**config.mk**
```make
export PLATFORM = sky130hd
export DESIGN_NAME = xlat_cache
export DESIGN_NICKNAME = d
export VERILOG_FILES = /design/src/rtl/xlat_pkg.sv /design/src/rtl/xlat_lowpick.sv /design/src/rtl/xlat_store.sv /design/src/rtl/xlat_ctrl.sv /design/src/rtl/xlat_cache.sv
export SDC_FILE = /design/constraint.sdc
export NUM_CORES = 2
export LEC_CHECK = 0
export ABC_CLOCK_PERIOD_IN_PS = 8900
export BUFFER_PORTS_ARGS = -buffer_cell sky130_fd_sc_hd__buf_2
export CAP_MARGIN = 5
export CELL_PAD_IN_SITES_DETAIL_PLACEMENT = 1
export CELL_PAD_IN_SITES_GLOBAL_PLACEMENT = 1
export CORE_MARGIN = 5
export CORE_UTILIZATION = 57
export CTS_CLUSTER_DIAMETER = 120
export CTS_CLUSTER_SIZE = 28
export DETAILED_ROUTE_END_ITERATION = 6
export PLACE_DENSITY = 0.9
export SETUP_SLACK_MARGIN = 0.3
export SYNTH_ARGS = -nofsm -noshare
export SYNTH_HDL_FRONTEND = slang
export SYNTH_SLANG_ARGS = --single-unit
```
**constraint.sdc**
```tcl
create_clock -name clk -period 8.9 [get_ports clk]
set_input_delay 0.445 -clock clk [delete_from_list [all_inputs] [get_ports clk]]
set_output_delay 0.445 -clock clk [all_outputs]
set_load 0.005 [all_outputs]
```
**src/rtl/xlat_pkg.sv**
```systemverilog
package xlat_pkg;

  typedef enum logic [1:0] {
    ACC_READ  = 2'b00,
    ACC_WRITE = 2'b01,
    ACC_FETCH = 2'b10,
    ACC_RSVD  = 2'b11
  } accKind_e;

  // strobes from the control to the entry storage, one cycle each
  typedef struct packed {
    logic flushAll;
    logic dropOne;
    logic loadOne;
    logic touchHit;
    logic dirtyHit;
  } xlatStrobe_t;

endpackage

```
**src/rtl/xlat_lowpick.sv**
```systemverilog
// Lowest-set-bit picker: reports whether any bit is set and the index of the lowest.
module xlat_lowpick #(
  parameter int W  = 48,
  parameter int IW = (W > 1) ? $clog2(W) : 1
) (
  input  logic [W-1:0]  vec,
  output logic          any,
  output logic [IW-1:0] idx
);

  always_comb begin
    idx = '0;
    for (int i = W - 1; i >= 0; i--) begin
      if (vec[i]) idx = IW'(i);
    end
  end

  assign any = |vec;

endmodule

```
**src/rtl/xlat_store.sv**
```systemverilog
// Entry storage and parallel tag compare (datapath).
module xlat_store
  import xlat_pkg::*;
#(
  parameter int N     = 48,
  parameter int VPN_W = 19,
  parameter int PFN_W = 19,
  parameter int IW    = 6
) (
  input  logic              clk,
  input  logic              rst_n,
  input  logic              probeEn,
  input  logic [VPN_W-1:0]  probeVpn,
  input  logic [VPN_W-1:0]  fillVpn,
  input  logic [PFN_W-1:0]  fillPfn,
  input  logic              fillWe,
  input  logic [VPN_W-1:0]  dropVpn,
  input  xlatStrobe_t       strobe,
  input  logic [IW-1:0]     loadIdx,
  output logic [N-1:0]      probeMatch,
  output logic [N-1:0]      fillMatch,
  output logic [N-1:0]      validVec,
  output logic [PFN_W-1:0]  hitPfn,
  output logic              hitWe,
  output logic              hitRef,
  output logic              hitDirty
);

  logic [N-1:0]     validQ;
  logic [N-1:0]     wrOkQ;
  logic [N-1:0]     refQ;
  logic [N-1:0]     dirtyQ;
  logic [VPN_W-1:0] tagQ [N];
  logic [PFN_W-1:0] pfnQ [N];
  logic [N-1:0]     dropMatch;

  always_comb begin
    for (int i = 0; i < N; i++) begin
      probeMatch[i] = probeEn && validQ[i] && (tagQ[i] == probeVpn);
      fillMatch[i]  = validQ[i] && (tagQ[i] == fillVpn);
      dropMatch[i]  = validQ[i] && (tagQ[i] == dropVpn);
    end
  end

  // AND-OR read of the (at most one) matching entry
  always_comb begin
    hitPfn   = '0;
    hitWe    = 1'b0;
    hitRef   = 1'b0;
    hitDirty = 1'b0;
    for (int i = 0; i < N; i++) begin
      if (probeMatch[i]) begin
        hitPfn   = hitPfn | pfnQ[i];
        hitWe    = hitWe | wrOkQ[i];
        hitRef   = hitRef | refQ[i];
        hitDirty = hitDirty | dirtyQ[i];
      end
    end
  end

  always_ff @(posedge clk or negedge rst_n) begin
    if (!rst_n) begin
      validQ <= '0;
      wrOkQ  <= '0;
      refQ   <= '0;
      dirtyQ <= '0;
      for (int i = 0; i < N; i++) begin
        tagQ[i] <= '0;
        pfnQ[i] <= '0;
      end
    end else begin
      for (int i = 0; i < N; i++) begin
        if (strobe.flushAll) begin
          validQ[i] <= 1'b0;
        end else begin
          if (strobe.dropOne && dropMatch[i]) validQ[i] <= 1'b0;
          if (strobe.touchHit && probeMatch[i]) refQ[i] <= 1'b1;
          if (strobe.dirtyHit && probeMatch[i]) dirtyQ[i] <= 1'b1;
          if (strobe.loadOne && (loadIdx == IW'(i))) begin
            validQ[i] <= 1'b1;
            tagQ[i]   <= fillVpn;
            pfnQ[i]   <= fillPfn;
            wrOkQ[i]  <= fillWe;
            refQ[i]   <= 1'b0;
            dirtyQ[i] <= 1'b0;
          end
        end
      end
    end
  end

  assign validVec = validQ;

endmodule

```
**src/rtl/xlat_ctrl.sv**
```systemverilog
// Fault decision, status-update strobes and victim choice (control).
module xlat_ctrl
  import xlat_pkg::*;
#(
  parameter int N  = 48,
  parameter int IW = 6
) (
  input  logic          clk,
  input  logic          rst_n,
  input  logic [1:0]    probeKind,
  input  logic [N-1:0]  probeMatch,
  input  logic          hitWe,
  input  logic          fillReq,
  input  logic          dropReq,
  input  logic          flushReq,
  input  logic [N-1:0]  fillMatch,
  input  logic [N-1:0]  validVec,
  output xlatStrobe_t   strobe,
  output logic [IW-1:0] loadIdx,
  output logic          hit,
  output logic          fault
);

  accKind_e      kindNow;
  logic          isStore;
  logic [IW-1:0] hitIdx;
  logic          dupAny;
  logic [IW-1:0] dupIdx;
  logic          freeAny;
  logic [IW-1:0] freeIdx;
  logic          ageAny;
  logic [IW-1:0] ageIdx;
  logic [N-1:0]  notMru;
  logic          mruNowValid;
  logic [IW-1:0] mruNowIdx;
  logic          lastValidQ;
  logic [IW-1:0] lastIdxQ;

  assign kindNow = accKind_e'(probeKind);
  assign isStore = (kindNow == ACC_WRITE);

  xlat_lowpick #(.W(N), .IW(IW)) u_hitPick (
    .vec(probeMatch), .any(hit), .idx(hitIdx)
  );
  xlat_lowpick #(.W(N), .IW(IW)) u_dupPick (
    .vec(fillMatch), .any(dupAny), .idx(dupIdx)
  );
  xlat_lowpick #(.W(N), .IW(IW)) u_freePick (
    .vec(~validVec), .any(freeAny), .idx(freeIdx)
  );
  xlat_lowpick #(.W(N), .IW(IW)) u_agePick (
    .vec(notMru), .any(ageAny), .idx(ageIdx)
  );

  assign fault = hit && isStore && !hitWe;

  // a hit in this cycle outranks the registered last hit
  assign mruNowValid = hit || lastValidQ;
  assign mruNowIdx   = hit ? hitIdx : lastIdxQ;

  always_comb begin
    notMru = '1;
    for (int i = 0; i < N; i++) begin
      if (mruNowValid && (mruNowIdx == IW'(i))) notMru[i] = 1'b0;
    end
  end

  always_comb begin
    if (dupAny)       loadIdx = dupIdx;
    else if (freeAny) loadIdx = freeIdx;
    else              loadIdx = ageIdx;
  end

  always_comb begin
    strobe          = '0;
    strobe.flushAll = flushReq;
    strobe.dropOne  = dropReq && !flushReq;
    strobe.loadOne  = fillReq && !flushReq && (dupAny || freeAny || ageAny);
    strobe.touchHit = hit && !fault;
    strobe.dirtyHit = hit && isStore && !fault;
  end

  always_ff @(posedge clk or negedge rst_n) begin
    if (!rst_n) begin
      lastValidQ <= 1'b0;
      lastIdxQ   <= '0;
    end else if (hit) begin
      lastValidQ <= 1'b1;
      lastIdxQ   <= hitIdx;
    end
  end

endmodule

```
**src/rtl/xlat_cache.sv**
```systemverilog
module xlat_cache
  import xlat_pkg::*;
#(
  parameter int ENTRIES    = 48,
  parameter int VADDR_W    = 32,
  parameter int PADDR_W    = 32,
  parameter int PAGE_SHIFT = 13,
  localparam int VPN_W     = VADDR_W - PAGE_SHIFT,
  localparam int PFN_W     = PADDR_W - PAGE_SHIFT,
  localparam int IW        = (ENTRIES > 1) ? $clog2(ENTRIES) : 1
) (
  input  logic             clk,
  input  logic             rst_n,
  input  logic             probeValid,
  input  logic [1:0]       probeKind,
  input  logic [VPN_W-1:0] probeVpn,
  output logic             probeHit,
  output logic             probeFault,
  output logic [PFN_W-1:0] probePfn,
  output logic             probeRef,
  output logic             probeDirty,
  input  logic             fillReq,
  input  logic [VPN_W-1:0] fillVpn,
  input  logic [PFN_W-1:0] fillPfn,
  input  logic             fillWritable,
  input  logic             dropReq,
  input  logic [VPN_W-1:0] dropVpn,
  input  logic             flushReq
);

  xlatStrobe_t        strobe;
  logic [IW-1:0]      loadIdx;
  logic [ENTRIES-1:0] probeMatch;
  logic [ENTRIES-1:0] fillMatch;
  logic [ENTRIES-1:0] validVec;
  logic               hitWe;

  xlat_store #(.N(ENTRIES), .VPN_W(VPN_W), .PFN_W(PFN_W), .IW(IW)) u_store (
    .clk(clk), .rst_n(rst_n),
    .probeEn(probeValid), .probeVpn(probeVpn),
    .fillVpn(fillVpn), .fillPfn(fillPfn), .fillWe(fillWritable),
    .dropVpn(dropVpn), .strobe(strobe), .loadIdx(loadIdx),
    .probeMatch(probeMatch), .fillMatch(fillMatch), .validVec(validVec),
    .hitPfn(probePfn), .hitWe(hitWe), .hitRef(probeRef), .hitDirty(probeDirty)
  );

  xlat_ctrl #(.N(ENTRIES), .IW(IW)) u_ctrl (
    .clk(clk), .rst_n(rst_n),
    .probeKind(probeKind), .probeMatch(probeMatch), .hitWe(hitWe),
    .fillReq(fillReq), .dropReq(dropReq), .flushReq(flushReq),
    .fillMatch(fillMatch), .validVec(validVec),
    .strobe(strobe), .loadIdx(loadIdx), .hit(probeHit), .fault(probeFault)
  );

endmodule

```
After elaboration in Yosys (flattened, before gate mapping):

Cells that the tools add are included.

* bits in registers: 2023
* latch bits: 0
* bits in writable memories: 0
* memory bits (read-only): 0
* input bits: 85
* output and inout port bits: 23
* memories kept: 0

* add/sub/neg operators: 0
* multipliers: 0
* divide/modulo/power cells: 0
* magnitude comparators: 0
* eq/ne operators: 239
* shifts and indexed selects: 0
* mux-type cells: 771
* bitwise gates (word level): 190
* reductions and logical operators: 739

Operators by type and width (number)
* == test 19 bit: 144
* 2-to-1 mux 6 bit: 195
* 2-to-1 mux 19 bit: 48
* bitwise OR 19 bit: 47
* 2-to-1 mux 1 bit: 528
* logical AND 1 bit: 439
* AND reduction 2 bit: 144
* == test 6 x 5 -> 1 bit (second input constant): 32
* == test 6 bit (second input constant): 32
* nonzero test 2 bit: 96
* OR reduction 48 bit: 4
* nonzero test 3 bit: 48
* bitwise OR 1 bit: 141
* == test 6 x 4 -> 1 bit (second input constant): 16
* == test 6 x 3 -> 1 bit (second input constant): 8
* inverter 48 bit: 1
* == test 6 x 2 -> 1 bit (second input constant): 4
* == test 6 x 1 -> 1 bit (second input constant): 2
* zero test 6 bit: 2
* zero test 1 bit: 3
* logical OR 1 bit: 3
* == test 2 x 1 -> 1 bit (second input constant): 1
* inverter 1 bit: 1

Longest topological paths before layout:

* depth in word-level cells: 107
* gate-level depth with buffers: 20
* gate-level depth less buffers: 13

By module:

Synthesis repeated with hierarchy kept, for this count alone.

* cell total of the unflattened synthesis: 11764
* area, all modules: 120042.6 um^2

By module, submodules not included
* xlat_store: instances 1, cells each 11151, area an instance 116295.3 um^2, sequential area each 50448.4 um^2
* xlat_lowpick: instances 4, cells each 108, area an instance 645.6 um^2, sequential area each 0.0 um^2
* xlat_ctrl: instances 1, cells each 181, area an instance 1164.9 um^2, sequential area each 175.2 um^2

Worst setup path before layout:

Ideal clock, no wire load.

* path kind: input to register
* start point: input probeVpn[16]
* end point: register u_store.pfnQ[619] in the netlist's numbering
* library setup time: 0.128 ns
* data arrival time: 4.810 ns
* slack: 3.963 ns
* stages on the path: 18
* path buffers: 6
* cell sequence: clkbuf_1 buf_4 buf_2 buf_2 xnor2_1 nand4_1 nor4_4 a21oi_1 o221a_1 o311ai_1 a31oi_1 a211o_1 or4_1 o31a_1 buf_6 nor3_4 buf_4 mux2_1

* longest elaborated chain between the ends: 106
* elaborated cells on any way between the ends: 347

Ends and longest elaborated chain
* from (decl): line xlat_cache.sv:16 `input logic [VPN_W-1:0] probeVpn,`
* == test 19 bit: line xlat_store.sv:39 `probeMatch[i] = probeEn && validQ[i] && (tagQ[i] == probeVpn);`
* logical AND 1 bit: line xlat_store.sv:39
* 2-to-1 mux 6 bit (48 in series): line xlat_lowpick.sv:14 `if (vec[i]) idx = IW'(i);`
* 2-to-1 mux 6 bit (*): line xlat_ctrl.sv:59 `assign mruNowIdx = hit ? hitIdx : lastIdxQ;`
* via u_ctrl.mruNowIdx[0]: line xlat_ctrl.sv:35 `logic [IW-1:0] mruNowIdx;`
* == test 6 bit: line xlat_ctrl.sv:64 `if (mruNowValid && (mruNowIdx == IW'(i))) notMru[i] = 1'b0;`
* logical AND 1 bit: line xlat_ctrl.sv:64
* 2-to-1 mux 6 bit (48 in series): line xlat_lowpick.sv:14
* 2-to-1 mux 6 bit: line xlat_ctrl.sv:70 `else if (freeAny) loadIdx = freeIdx;`
* 2-to-1 mux 6 bit: line xlat_ctrl.sv:69 `if (dupAny) loadIdx = dupIdx;`
* == test 6 x 4 -> 1 bit: line xlat_store.sv:79 `if (strobe.loadOne && (loadIdx == IW'(i))) begin`
* logical AND 1 bit (*): line xlat_store.sv:79
* AND reduction 2 bit (no source line) (*)
* to (signal, indexed assignment): line xlat_store.sv:82 `pfnQ[i] <= fillPfn;`
* to (decl): line xlat_store.sv:34 `logic [PFN_W-1:0] pfnQ [N];`

The timed path passes the listed nets; every way through them passes the cells marked *.
A chain may end at the register's enable or synchronous reset.

Worst setup path in the final report:

* start point: register u_store.validQ[34] (netlist: u_store.validVec[34])
* end point: register u_store.tagQ[200] in the netlist's numbering

* longest elaborated chain between the ends: 93
* elaborated cells on any way between the ends: 315

Ends and longest elaborated chain
* from (decl): line xlat_store.sv:29 `logic [N-1:0] validQ;`
* from (signal assigned): line xlat_store.sv:63 `validQ <= '0;`
* from (signal, indexed assignment): line xlat_store.sv:74 `validQ[i] <= 1'b0;`
* from (signal, indexed assignment): line xlat_store.sv:76 `if (strobe.dropOne && dropMatch[i]) validQ[i] <= 1'b0;`
* logical AND 1 bit (*) (2 in series): line xlat_store.sv:39
* 2-to-1 mux 6 bit (35 in series): line xlat_lowpick.sv:14
* 2-to-1 mux 6 bit (*): line xlat_ctrl.sv:59
* via u_ctrl.mruNowIdx[0]: line xlat_ctrl.sv:35
* == test 6 bit: line xlat_ctrl.sv:64
* logical AND 1 bit: line xlat_ctrl.sv:64
* 2-to-1 mux 6 bit (48 in series): line xlat_lowpick.sv:14
* 2-to-1 mux 6 bit: line xlat_ctrl.sv:70
* 2-to-1 mux 6 bit: line xlat_ctrl.sv:69
* == test 6 bit: line xlat_store.sv:79
* logical AND 1 bit (*): line xlat_store.sv:79
* AND reduction 2 bit (no source line) (*)
* to (signal, indexed assignment): line xlat_store.sv:81 `tagQ[i] <= fillVpn;`
* to (decl): line xlat_store.sv:33 `logic [VPN_W-1:0] tagQ [N];`

Marks and branches as above.

==> flow_metrics.py <==
metrics = {
    "status": {
        "status": "finished with violations",
        "violations": "DRC",
    },
    "final_layout": {
        "nFillCells": 20300,
        "final_common_cell": "dfrtp_1",
        "syn_to_final_growth_pct": 5.52,
        "final_nets": 9950,
        "layout_common_cells": "dfrtp_1, mux2_2, xnor2_1",
        "layout-drive-gt1-share_pct": 22.6,
        "utilization_pct": 60.5,
    },
    "detailed_routing": {
        "drc": 2,
        "drt_first_iter_violations": 15200,
        "routed_wl_mm": 545,
        "ant_nets": 0,
        "viasPerCell": 7.75,
        "vias": 97500,
        "wl_per_cell_um": 43.3,
        "drt_pass1_iterations": 7,
    },
    "clocking": {
        "htree_levels": 3,
        "cts_made_buffers": 83,
        "clock_path_buffers": 3,
        "post_cts_resized": 0,
        "cts-root-buf": "clkbuf_16",
        "cts_tree": "built",
        "worstSkewPairLatency_ns": 0.88,
        "clkSinkCount": 2023,
        "clk_pin_slew_ns": 0.12,
    },
    "grt": {
        "overflow": 0,
        "antenna_found_initial": 32,
        "grt_pass1_wl_mm": 764,
        "grt_pass1_vias": 102000,
        "grt.total_usage_pct": 49.1,
        "grt_max_degree": 200,
    },
    "run": {
        "max-cap-violations": 0,
    },
    "synth": {
        "yosysUniqueCellTypes": 73,
        "syn_area_sq_mm": 0.118,
        "synth_edf_count": 0,
        "ys_seq_area_share_pct": 43.0,
        "syn_nets": 10300,
        "async_flop_share_pct": 100,
        "yosysWarnings": 0,
        "syn-instance-count": 10200,
        "synthFlopType": "dfrtp_1",
        "synth_top_area_share_pct": 43.0,
        "synth_area_leaders": "dfrtp_1, mux2_2, xnor2_1",
        "ys_ff_latch": 2023,
        "yosysTopAreaCell": "dfrtp_1",
        "synth_area_per_cell_sq_um": 11.5,
    },
    "floorplan": {
        "num_rows": 166,
        "die_y_um": 464,
        "io_pins": 108,
        "start_util_pct": 57.4,
        "die_x_um": 464,
        "core_area_sq_mm": 0.205,
        "die_area_sq_mm": 0.215,
    },
    "timing": {
        "fin_crit_ns": 7.31,
        "maxSlewViolCount": 0,
        "finalSetupViolations": 0,
        "holdWs_ns": 0.115,
        "slew_headroom_pct": 3.85,
        "setup_slack_ns": 1.59,
        "max_freq_mhz": 137,
        "rsz0062_at_grt": "no",
        "hold_viol": 0,
        "fin_crit_sh_pct": 82.1,
        "worstMarginPinSlew_ns": 1.42,
        "worst_clock_skew_ns": 0.0784,
        "fin_setup_tns_ns": 0,
    },
    "critical_path": {
        "end_kind": "register",
        "arrival_ns": 8.03,
        "cp_data_required_time_ns": 9.62,
        "critPathBufInv": 1,
        "setup.worst_path.start_class": "register",
        "crit_chain": "nand3_1 -> or4_1 -> nor4_4 -> nor3_1 -> o221a_1 -> o311ai_1 -> a31oi_1 -> a211o_1 -> or4_1 -> o31ai_4 -> buf_4 -> nand3_4 -> mux2_2",
        "rr_startpoint": "u_store.validVec[34]$_DFFE_PN0P_",
        "crit_slowest_cell": "nor4_4",
        "cp-startpoint": "u_store.validVec[34]$_DFFE_PN0P_",
        "path_common_cell": "or4_1",
        "worst_path_largest_cell_delay_ns": 1.04,
        "critPathTopFamily": "simple AND/OR/NAND/NOR gates",
        "cp_max_fo": 40,
        "setup.worst_path.class": "reg2reg",
    },
    "power_and_ir_drop": {
        "peakVddDrop_mv": 0.207,
        "power.leakage_uw": 0.0575,
        "cellPowerDensity_mw_per_mm2": 138,
    },
    "worst_hold_path": {
        "holdCritPathClass": "in2reg",
        "holdCritStartpoint": "fillVpn[14]",
    },
    "place": {
        "hpwl_mm": 341,
        "pre_cts_ws_ns": 1.19,
        "port_buffers": 107,
        "gp_congestion": 1.00,
    },
}
==> cell usage after synthesis, drive strengths merged, types with 12 or more instances <==
master	n
a21oi	122
nor4b	80
or3	12
buf	455
a22oi	131
a221oi	203
clkbuf	437
nor4	449
nor3	49
xor2	1276
nor2b	12
a22o	202
a31oi	55
nand4	576
dfrtp	2023
o311ai	27
o21ai	31
nor2	157
nand3	193
xnor2	1460
and3	43
mux2	1872
nand2	118
a31o	21
inv	20
or4	60
==> power breakdown <==
group,switching [uW],internal [uW]
combinational,1670,775
sequential,241,9370
clock,3250,1810
==> logic make-up (layout without fill, tap and decap cells) <==
logic type,count (synthesis),count (layout),synth area share [%]
xor gates and xnor gates,2736,2736,20.4
and+or+nand+nor,1803,1803,9.39
muxes,1872,1872,17.9
other,0,15,0
buffers and inverters,912,584,3.61
DFF,2023,2023,43.0
AOI/OAI and AO/OA,861,861,5.65
==> through the flow <==
| stage | total power (uW) | cell area (sq um) | std cells |
|---|---|---|---|
| after floorplan | 11100 | 118000 | 10200 |
| after global placement | 12000 | 122000 | 12500 |
| after detailed placement | 12100 | 122000 | 12500 |
| after CTS | 17000 | 124000 | 12600 |
| after global routing | 17500 | 124000 | 12600 |
| final | 17100 | 124000 | 12600 |
==> repair_timing <==
| item | 4_1_cts | 5_1_grt |
|---|---|---|
| endpoints found under the hold margin | 108 | 0 |
| setup endpoints to repair | 0 | 0 |
| hold buffers | 1 | 0 |
| buffers inserted | 0 | 0 |
==> layer usage <==
layer	up-vias	track usage [%]	wire length, um
met5	-	0.111	93
li1	35900	-	-
met3	3321	16.0	72800
met1	49700	59.9	187000
met2	8580	70.1	225000
met4	14	41.6	59400
==> worst reg2reg max path: cells and delay by family (launching register included) <==
family                 cells  cell delay [ns]
muxes                      1             0.76
buffers and inverters      1             0.42
and+or+nand+nor            6             3.50
AOI/OAI and AO/OA          5             1.85
DFF                        1             0.67
==> state kept, by name (all words and copies together), names as in the netlist <==
name / flops
u_store.pfnQ: 912
u_store.tagQ: 912
u_store.dirtyQ: 48
u_store.refQ: 48
u_store.validVec: 48
u_store.wrOkQ: 48
u_ctrl.lastIdxQ: 6
u_ctrl.lastValidQ: 1
==> area by class of cell <==
type	instances	area, sq um	area share [%]
antenna	15	37.5	0.0302
clock buffer	86	2130	1.72
clock inverter	13	265	0.214
inverter	20	76.3	0.0615
multi-input combinational	7272	63400	51.1
sequential	2023	50600	40.8
tap	2688	3360	2.71
timing repair buffer	465	4190	3.38
==> final timing paths <==
check | end | slack (ns) | depth (start not counted)
worst max-delay path | u_store.tagQ[200]$_DFFE_PN0P_ | 1.59 | 13
worst min-delay path | u_store.tagQ[242]$_DFFE_PN0P_ | 0.11 | 2
worst max register to register | u_store.tagQ[200]$_DFFE_PN0P_ | 1.59 | 13
worst min register to register | u_store.pfnQ[614]$_DFFE_PN0P_ | 0.50 | 1
max in group asynchronous | u_store.pfnQ[868]$_DFFE_PN0P_ | 6.29 | 4
min in group asynchronous | u_store.tagQ[247]$_DFFE_PN0P_ | 0.13 | 2
(Power assumes the default switching activity.)
